`config.mk`:
```
export PLATFORM = sky130hd
export DESIGN_NAME = adc_input_sequencer
export DESIGN_NICKNAME = d
export VERILOG_FILES = /design/src/rtl/adc_seq_pkg.sv /design/src/rtl/seq_slot_counter.sv /design/src/rtl/seq_source_map.sv /design/src/rtl/adc_input_sequencer.sv
export SDC_FILE = /design/constraint.sdc
export NUM_CORES = 1
export LEC_CHECK = 0
export CAP_MARGIN = 20
export CORE_AREA = 4 4 41 43
export CTS_CLUSTER_DIAMETER = 50
export DETAILED_ROUTE_END_ITERATION = 10
export DIE_AREA = 0 0 45 47
export GPL_TIMING_DRIVEN = 0
export HOLD_SLACK_MARGIN = 0.05
export PLACE_DENSITY = 0.59
export REMOVE_ABC_BUFFERS = 1
export SETUP_SLACK_MARGIN = 0.15
export SLEW_MARGIN = 30
export SYNTH_ARGS = -nofsm -noshare
export SYNTH_HDL_FRONTEND = slang
export SYNTH_SLANG_ARGS = --single-unit
```
`constraint.sdc`:
```
create_clock -name clk -period 1.1 [get_ports clk]
set_input_delay 0.11 -clock clk [delete_from_list [all_inputs] [get_ports clk]]
set_output_delay 0.11 -clock clk [all_outputs]
set_load 0.02 [all_outputs]
```
`src/rtl/adc_seq_pkg.sv`:
```
// adc_seq_pkg
// Shared source-select encoding for the ADC input sequencer.
// Assumes a 3-bit select bus with eight sources: six phase-current
// pins, a neutral-current pin and an internal temperature sensor.
package adc_seq_pkg;

    localparam int SEL_W = 3;

    typedef enum logic [SEL_W-1:0] {
        SRC_I0   = 3'd0,
        SRC_I1   = 3'd1,
        SRC_I2   = 3'd2,
        SRC_I3   = 3'd3,
        SRC_I4   = 3'd4,
        SRC_I5   = 3'd5,
        SRC_NEUT = 3'd6,
        SRC_TEMP = 3'd7
    } src_code_e;

endpackage

```
`src/rtl/seq_slot_counter.sv`:
```
// seq_slot_counter
// Counts conversion slots 0..NUM_SLOTS-1. It advances on each qualified
// conversion strobe, captures the requested mode at each wrap and flags
// the first cycle of every new sequence.
// Assumes conv_done is synchronous to clk and lasts one clock per conversion.
module seq_slot_counter #(
    parameter int NUM_SLOTS = 6,
    parameter int SLOT_W    = $clog2(NUM_SLOTS)
) (
    input  logic              clk,
    input  logic              rst_n,
    input  logic              enable,
    input  logic              conv_done,
    input  logic              alt_req,
    output logic [SLOT_W-1:0] slot,
    output logic              alt_mode,
    output logic              cyc_start
);

    localparam logic [SLOT_W-1:0] LAST_SLOT = SLOT_W'(NUM_SLOTS - 1);

    logic step;
    logic wrap;

    // Qualify the strobe with the enable, and detect the end of a cycle.
    always_comb begin
        step = enable && conv_done;
        wrap = step && (slot == LAST_SLOT);
    end

    // Slot counter, mode capture at the wrap and cycle-start flag.
    always_ff @(posedge clk) begin
        if (!rst_n) begin
            slot      <= '0;
            alt_mode  <= 1'b0;
            cyc_start <= 1'b0;
        end else begin
            cyc_start <= wrap;
            if (wrap) begin
                slot     <= '0;
                alt_mode <= alt_req;
            end else if (step) begin
                slot <= slot + 1'b1;
            end
        end
    end

    // Marks cycles after the first edge out of reset, for $past-based checks.
    logic past_ok;
    always_ff @(posedge clk) begin
        if (!rst_n) past_ok <= 1'b0;
        else        past_ok <= 1'b1;
    end

    p_step_r2: assert property (@(posedge clk) disable iff (!rst_n)
        (step && slot != LAST_SLOT) |=> (slot == $past(slot) + 1'b1));

    p_wrap_r3: assert property (@(posedge clk) disable iff (!rst_n)
        (step && slot == LAST_SLOT) |=> (slot == '0));

    p_slot_range_r3: assert property (@(posedge clk) disable iff (!rst_n)
        slot <= LAST_SLOT);

    p_mode_at_wrap_r6: assert property (@(posedge clk) disable iff (!rst_n)
        (past_ok && alt_mode != $past(alt_mode)) |-> $past(wrap));

    p_start_slot0_r7: assert property (@(posedge clk) disable iff (!rst_n)
        cyc_start |-> (slot == '0));

    p_start_single_r7: assert property (@(posedge clk) disable iff (!rst_n)
        cyc_start |=> !cyc_start);

    p_freeze_r8: assert property (@(posedge clk) disable iff (!rst_n)
        !enable |=> ($stable(slot) && $stable(alt_mode) && !cyc_start));

endmodule

```
`src/rtl/seq_source_map.sv`:
```
// seq_source_map
// Turns slot number and sequence mode into a source-select code.
// The regular table is the identity on the slot number. The alternate
// table puts the temperature sensor in slot 0 and the neutral input in
// slot 2. It is purely combinational.
// Assumes slot stays below NUM_SLOTS; any slot out of range maps to I0.
module seq_source_map
    import adc_seq_pkg::*;
#(
    parameter int NUM_SLOTS = 6,
    parameter int SLOT_W    = $clog2(NUM_SLOTS),
    parameter int TEMP_SLOT = 0,
    parameter int NEUT_SLOT = 2
) (
    input  logic              clk,
    input  logic              rst_n,
    input  logic [SLOT_W-1:0] slot,
    input  logic              alt_mode,
    output src_code_e         src
);

    src_code_e reg_tab [NUM_SLOTS];
    src_code_e alt_tab [NUM_SLOTS];

    // One table entry per slot for each of the two sequences.
    for (genvar g = 0; g < NUM_SLOTS; g++) begin : g_slot
        assign reg_tab[g] = src_code_e'(SEL_W'(g));
        if (g == TEMP_SLOT) begin : g_temp
            assign alt_tab[g] = SRC_TEMP;
        end else if (g == NEUT_SLOT) begin : g_neut
            assign alt_tab[g] = SRC_NEUT;
        end else begin : g_same
            assign alt_tab[g] = src_code_e'(SEL_W'(g));
        end
    end

    // Pick the entry for the active slot from the table in force.
    always_comb begin
        if (int'(slot) >= NUM_SLOTS) src = SRC_I0;
        else if (alt_mode)           src = alt_tab[slot];
        else                         src = reg_tab[slot];
    end

    p_regular_r4: assert property (@(posedge clk) disable iff (!rst_n)
        (!alt_mode && int'(slot) < NUM_SLOTS) |-> (int'(src) == int'(slot)));

    p_alt_swap_r5: assert property (@(posedge clk) disable iff (!rst_n)
        (alt_mode && int'(slot) == TEMP_SLOT) |-> (src == SRC_TEMP));

    p_alt_excl_r9: assert property (@(posedge clk) disable iff (!rst_n)
        alt_mode |-> (src != SRC_I0 && src != SRC_I2));

endmodule

```
`src/rtl/adc_input_sequencer.sv`:
```
// adc_input_sequencer
// Top level of the two-mode ADC input sequencer. It drives the analog
// multiplexer select for a shared converter through a six-slot cycle,
// in either the regular or the alternate sequence.
// Assumes a synchronous active-low reset and a one-clock conversion strobe.
module adc_input_sequencer
    import adc_seq_pkg::*;
#(
    parameter int NUM_SLOTS = 6,
    parameter int SLOT_W    = $clog2(NUM_SLOTS)
) (
    input  logic              clk,
    input  logic              rst_n,
    input  logic              enable,
    input  logic              conv_done,
    input  logic              alt_mode_req,
    output logic [SEL_W-1:0]  src_sel,
    output logic [SLOT_W-1:0] slot_idx,
    output logic              cycle_start,
    output logic              alt_active
);

    src_code_e src_code;

    seq_slot_counter #(
        .NUM_SLOTS (NUM_SLOTS),
        .SLOT_W    (SLOT_W)
    ) u_counter (
        .clk       (clk),
        .rst_n     (rst_n),
        .enable    (enable),
        .conv_done (conv_done),
        .alt_req   (alt_mode_req),
        .slot      (slot_idx),
        .alt_mode  (alt_active),
        .cyc_start (cycle_start)
    );

    seq_source_map #(
        .NUM_SLOTS (NUM_SLOTS),
        .SLOT_W    (SLOT_W)
    ) u_map (
        .clk      (clk),
        .rst_n    (rst_n),
        .slot     (slot_idx),
        .alt_mode (alt_active),
        .src      (src_code)
    );

    // Present the enum code on the plain output bus.
    always_comb src_sel = src_code;

    p_reset_r1: assert property (@(posedge clk)
        !rst_n |=> (slot_idx == '0 && src_sel == '0 && !alt_active && !cycle_start));

endmodule

```
==> metrics.md, run 1 <==
| Metric | Value |
|---|---|
| Outcome | finished, violations left |
| Violations in the final reports | negative setup slack |
| Max transition margin | 83.21% |
| GR Overflow Total | 0 |
| RSZ-0062 raised after global routing | true |
| Fmax | 0.6962 GHz |
| Post-DP HPWL | 530.5 um |
| Final Power | 0.5387 mW |
| Initial antenna violation count | 0 |
| Critical Path Most Common Cell | buf_4 |
| Worst Path Required | 990 ps |
| Worst Setup Start Kind | register |
| Slew @ Worst Pin | 251.1 ps |
| Final clock skew | 10.62 ps |
| Crit path time final | 1436 ps |
| CTS buffer count | 3 |
| # setup viols final | 6 |
| H-tree levels | 1 |
| Placed Cells | 64 |
| First-pass GRT wire length | 1.442 mm |
| P_leak | 0.2756 nW |
| Number of global-route vias before repair | 358 |
| Post-route setup slack | -336.3 ps |
| Diodes inserted | 0 |
| # rows | 13 |
| Final period util | 130.6% |
| DR pass1 iterations | 4 |
| Design area | 654.4 um2 |
| Routed Antenna Nets | 0 |
| Number of DRC markers in iteration 0 | 12 |
| Reg clk slew, reported paths | 50 ps |
| Final-report max-slew violation count | 0 |
| Worst-path cell chain | buf_4, buf_4, nor2_1, o32ai_4, buf_6 |
| Final net count | 72 |
| Worst path top cell family by delay | buffers and inverters |
| Bufs and invs on worst path | 3 |
| Max Cap Viol | 0 |
| Drt wl/cell | 12.66 um |
| Starting Density | 26.44% |
| Total Routing Usage GR | 9.795% |
| Remaining DRCs | 0 |
| Die area | 2115 um2 |
| Port Buf Inserts | 12 |
| CTS Hold Buffers Added | 0 |
| Worst EP arrival | 1330 ps |
| CP max FO | 3 |
| Synth area leaders | dfxtp_1 (29%), ha_1 (18%), mux2i_1 (5.8%) |
| Power per cell area | 823.3 nW/um2 |
| Yosys reg bits | 5 |
| Synthesized area per cell | 9.055 um2 |
| Gpl congestion | 0.8159 |
| Via count | 375 |
| Register area share after synthesis | 29.09% |
| Hold Fails Final Rpt | 0 |
| Post-synth top area share | 29.09% |
| Die height | 47 um |
| Routed WL | 962 um |
| Area growth, synth to finish | 90.18% |
| Yosys top cell by area | dfxtp_1 |
| Core ar. | 1301 um2 |
| VDD IR-drop max | 0.0006399 V |
| Share of layout cells above drive strength 1 | 59.02% |
| YS warnings | 0 |
| Worst skew pair latency | 240 ps |
| Root buffer cell | clkbuf_4 |
| Non-Filler Instances | 76 |
| Io pins | 13 |
| TritonCTS clock tree | done |
| CTS Buffer Depth | 2 |
| DR vias/cell | 4.934 |
| Slowest stage delay, CP | 370 ps |
| Distinct cells, synth | 17 |
| Crit path capture type | output port |
| # clock sinks | 5 |
| CP Class | reg -> out |
| Crit-path slowest cell | dfxtp_4 |
| Hold Path Class | in -> reg |
| Cells after synthesis | 38 |
| Post-Place Cell Area | 471.7 um2 |
| Hold slack final | 425.1 ps |
| Die width | 45 um |
| Post-synthesis instance area | 344.1 um2 |
| Pin count of the biggest net entering global routing | 10 |
==> kinds of logic after synthesis <==
family          synth area share (%)
compound gates                 17.46
buf+inv                        6.545
simple gates                   22.91
mux                            5.818
flops                          29.09
fa+ha+maj                      18.18
==> repair_timing <==
item | 4_1_cts | 5_1_grt
setup endpoints to repair | 13 | 12
pin swaps | 4 | 6
setup buffers | 5 | 3
hold endpoints to repair | 0 | 0
gates resized for setup | 56 | 13
==> Yosys cell counts <==
library cell / n
a211oi_1: 1
and2_1: 3
buf_6: 1
dfxtp_1: 5
ha_1: 5
inv_1: 2
inv_2: 1
mux2i_1: 2
nand2_1: 5
nand4_1: 2
nand4b_1: 2
nor2_1: 3
o211a_1: 1
o21ai_0: 1
o22ai_1: 2
o32ai_1: 1
o32ai_2: 1
==> final timing paths <==
| check | startpoint | end | slack (ps) | depth (start not counted) |
|---|---|---|---|---|
| max | u_counter.slot[0] | src_sel[0] | -340 | 5 |
| min | alt_mode_req | u_counter.alt_mode | 430 | 3 |
| max reg2reg | u_counter.slot[0] | u_counter.slot[2] | -70 | 5 |
| min reg2reg | u_counter.alt_mode | u_counter.alt_mode | 520 | 2 |
==> tightest hold or removal path, stage by stage <==
cell and delay, ps:
clkdlybuf4s50_1 390, nand2_1 50, mux2i_1 50
==> cells in the final DEF, fill, tap and decap left out, drive strengths merged <==
| cell type | n |
|---|---|
| dfxtp | 5 |
| a211oi | 1 |
| clkbuf | 5 |
| o21ai | 1 |
| o211a | 1 |
| nand4b | 2 |
| inv | 3 |
| o32ai | 2 |
| nand4 | 2 |
| ha | 5 |
| buf | 15 |
| nor2 | 3 |
| mux2i | 2 |
| clkdlybuf4s50 | 4 |
| nand2 | 5 |
| o22ai | 2 |
| and2 | 3 |
==> layer usage <==
layer	global-route usage, %	wire (um)	vias to the layer above
li1	-	-	184
met1	9.091	387	176
met2	17.51	507	15
met3	3.831	67	0
met4	7.018	0	0
met5	0	0	-
==> report_power, final <==
part / leakage, nW / switching [mW] / internal (mW)
registers: 0.0433 / 0.00789 / 0.182
logic: 0.217 / 0.0633 / 0.0741
clock network: 0.0150 / 0.0744 / 0.137
==> metrics by stage <==
stage	utilization [%]	TNS, ps	setup slack (ps)
finish	50.29	-1061	-336.3
detailed placement	36.25	-2873	-837.9
CTS	44.04	-950.6	-362.6
global placement	36.25	-2777	-794.4
floorplan	-	-1765	-580.3
global route	50.29	-1353	-386.8
==> registers in the layout, indices dropped and copies added (netlist names) <==
register             cells
u_counter.slot           3
u_counter.alt_mode       1
u_counter.cyc_start      1
==> final cells by class <==
type	instances	area, um2
Timing Repair Buffer	20	173.9
Tap cell	15	18.77
Multi-Input combinational cell	29	306.5
Clock buffer	4	26.28
Sequential cell	5	112.6
Inverter	3	16.27
Fill cell	130	646.9
(Power assumes the default switching activity.)
==> run 2: changes to the inputs <==
GPL_TIMING_DRIVEN = not set   (was 0)
==> metrics.md, run 2 (synthesis results as in run 1) <==
| Metric | Value |
|---|---|
| Outcome | finished, violations left |
| Violations in the final reports | negative setup slack |
| Final-report max-slew violation count | 0 |
| Routed WL | 866 um |
| RSZ-0062 raised after global routing | true |
| Number of DRC markers in iteration 0 | 2 |
| Worst Path Required | 990 ps |
| Core ar. | 1301 um2 |
| DR vias/cell | 4.494 |
| Power per cell area | 813.1 nW/um2 |
| Worst Setup Start Kind | register |
| Post-DP HPWL | 606.4 um |
| TritonCTS clock tree | done |
| Die width | 45 um |
| Max reg flops | 3 |
| CTS buffer count | 3 |
| Reg clk slew, reported paths | 40 ps |
| Number of global-route vias before repair | 344 |
| Diodes inserted | 0 |
| Worst EP arrival | 1320 ps |
| Crit path time final | 1431 ps |
| Hold Path Class | in -> reg |
| Final Power | 0.5117 mW |
| Area growth, synth to finish | 82.91% |
| Remaining DRCs | 0 |
| First-pass GRT wire length | 1.386 mm |
| Via count | 355 |
| Most flops, register | u_counter.slot |
| Pin count of the biggest net entering global routing | 9 |
| Die area | 2115 um2 |
| Design area | 629.4 um2 |
| Gpl congestion | 0.8162 |
| Post-Place Cell Area | 539.3 um2 |
| P_leak | 0.2842 nW |
| Non-Filler Instances | 79 |
| Fillers | 141 |
| Io pins | 13 |
| VDD IR-drop max | 0.0004373 V |
| Worst skew pair latency | 230 ps |
| Most frequent cells in the layout | buf_6 (8), buf_4 (8), nand2_1 (5) |
| Final clock skew | 1.969 ps |
| CP max FO | 2 |
| Starting Density | 26.44% |
| # setup viols final | 7 |
| Final period util | 130.1% |
| Crit path capture type | output port |
| CTS Buffer Depth | 2 |
| # clock sinks | 5 |
| Die height | 47 um |
| CP Class | reg -> out |
| Largest registers | u_counter.slot x3, u_counter.alt_mode x1, u_counter.cyc_start x1 |
| Drt wl/cell | 10.96 um |
| GR Overflow Total | 0 |
| Post-route setup slack | -331.1 ps |
| CTS Hold Buffers Added | 0 |
| Initial antenna violation count | 0 |
| DR pass1 iterations | 2 |
| Hold Fails Final Rpt | 0 |
| Max Cap Viol | 0 |
| Placed Cells | 73 |
| Register Area | 110.1 um2 |
| H-tree levels | 1 |
| Final net count | 75 |
| Root buffer cell | clkbuf_4 |
| Fmax | 0.6988 GHz |
| Slew @ Worst Pin | 222.8 ps |
| Finished Core Util | 48.37% |
| Routed Antenna Nets | 0 |
| Combined area of the multi-input logic cells | 257.7 um2 |
| Total Routing Usage GR | 9.091% |
| Port Buf Inserts | 12 |
| Share of layout cells above drive strength 1 | 51.56% |
| # rows | 13 |
| Max transition margin | 85.10% |
run 2: layer usage:
| layer | track usage, % | vias to the layer above | routed length (um) |
|---|---|---|---|
| met5 | 0 | - | 0 |
| met4 | 3.509 | 0 | 0 |
| met3 | 3.831 | 0 | 67 |
| met2 | 14.41 | 11 | 431 |
| met1 | 10.93 | 156 | 367 |
| li1 | - | 188 | - |
run 2: layout make-up:
cell class / instances / share of cell area, %
inverter: 3 / 1.789
timing repair buffer: 23 / 32.60
clock buffer: 4 / 4.175
multi-input combinational: 29 / 40.95
sequential: 5 / 17.50
tap: 15 / 2.982
run 2: path summary, 6_finish.rpt:
check	start	to	slack, ps	cells after the start
worst max-delay path	u_counter.slot[0]	src_sel[2]	-330	6
worst min-delay path	alt_mode_req	u_counter.alt_mode	430	3
worst max register to register	u_counter.slot[1]	u_counter.slot[0]	-70	5
worst min register to register	u_counter.alt_mode	u_counter.alt_mode	620	3
run 2: worst max-delay path: stages, from the launching register on:
cell and delay (ps):
dfxtp_2 320, inv_2 50, buf_4 120, ha_1 190, o21ai_0 170, mux2i_1 80, buf_2 160
run 2: through the flow:
step	hold WS, ps	setup WS, ps	TNS, ps
2_1_floorplan	245.4	-580.3	-1765
3_3_place_gp	623.4	-550.8	-2351
3_5_place_dp	628.7	-566.4	-2320
4_1_cts	434.8	-312.6	-1133
5_1_grt	451.8	-406.3	-1684
6_report	434.6	-331.1	-1115
run 2: timing repair:
item | 4_1_cts | 5_1_grt
resized for setup | 55 | 4
endpoints found under the setup margin | 13 | 13
pin swaps | 4 | 0
setup buffers | 0 | 2
run 2: power by group:
| group | internal, mW | switching [mW] | total [mW] |
|---|---|---|---|
| Combinational | 0.0626 | 0.0534 | 0.116 |
| Clock | 0.137 | 0.0716 | 0.209 |
| Sequential | 0.183 | 0.00439 | 0.187 |
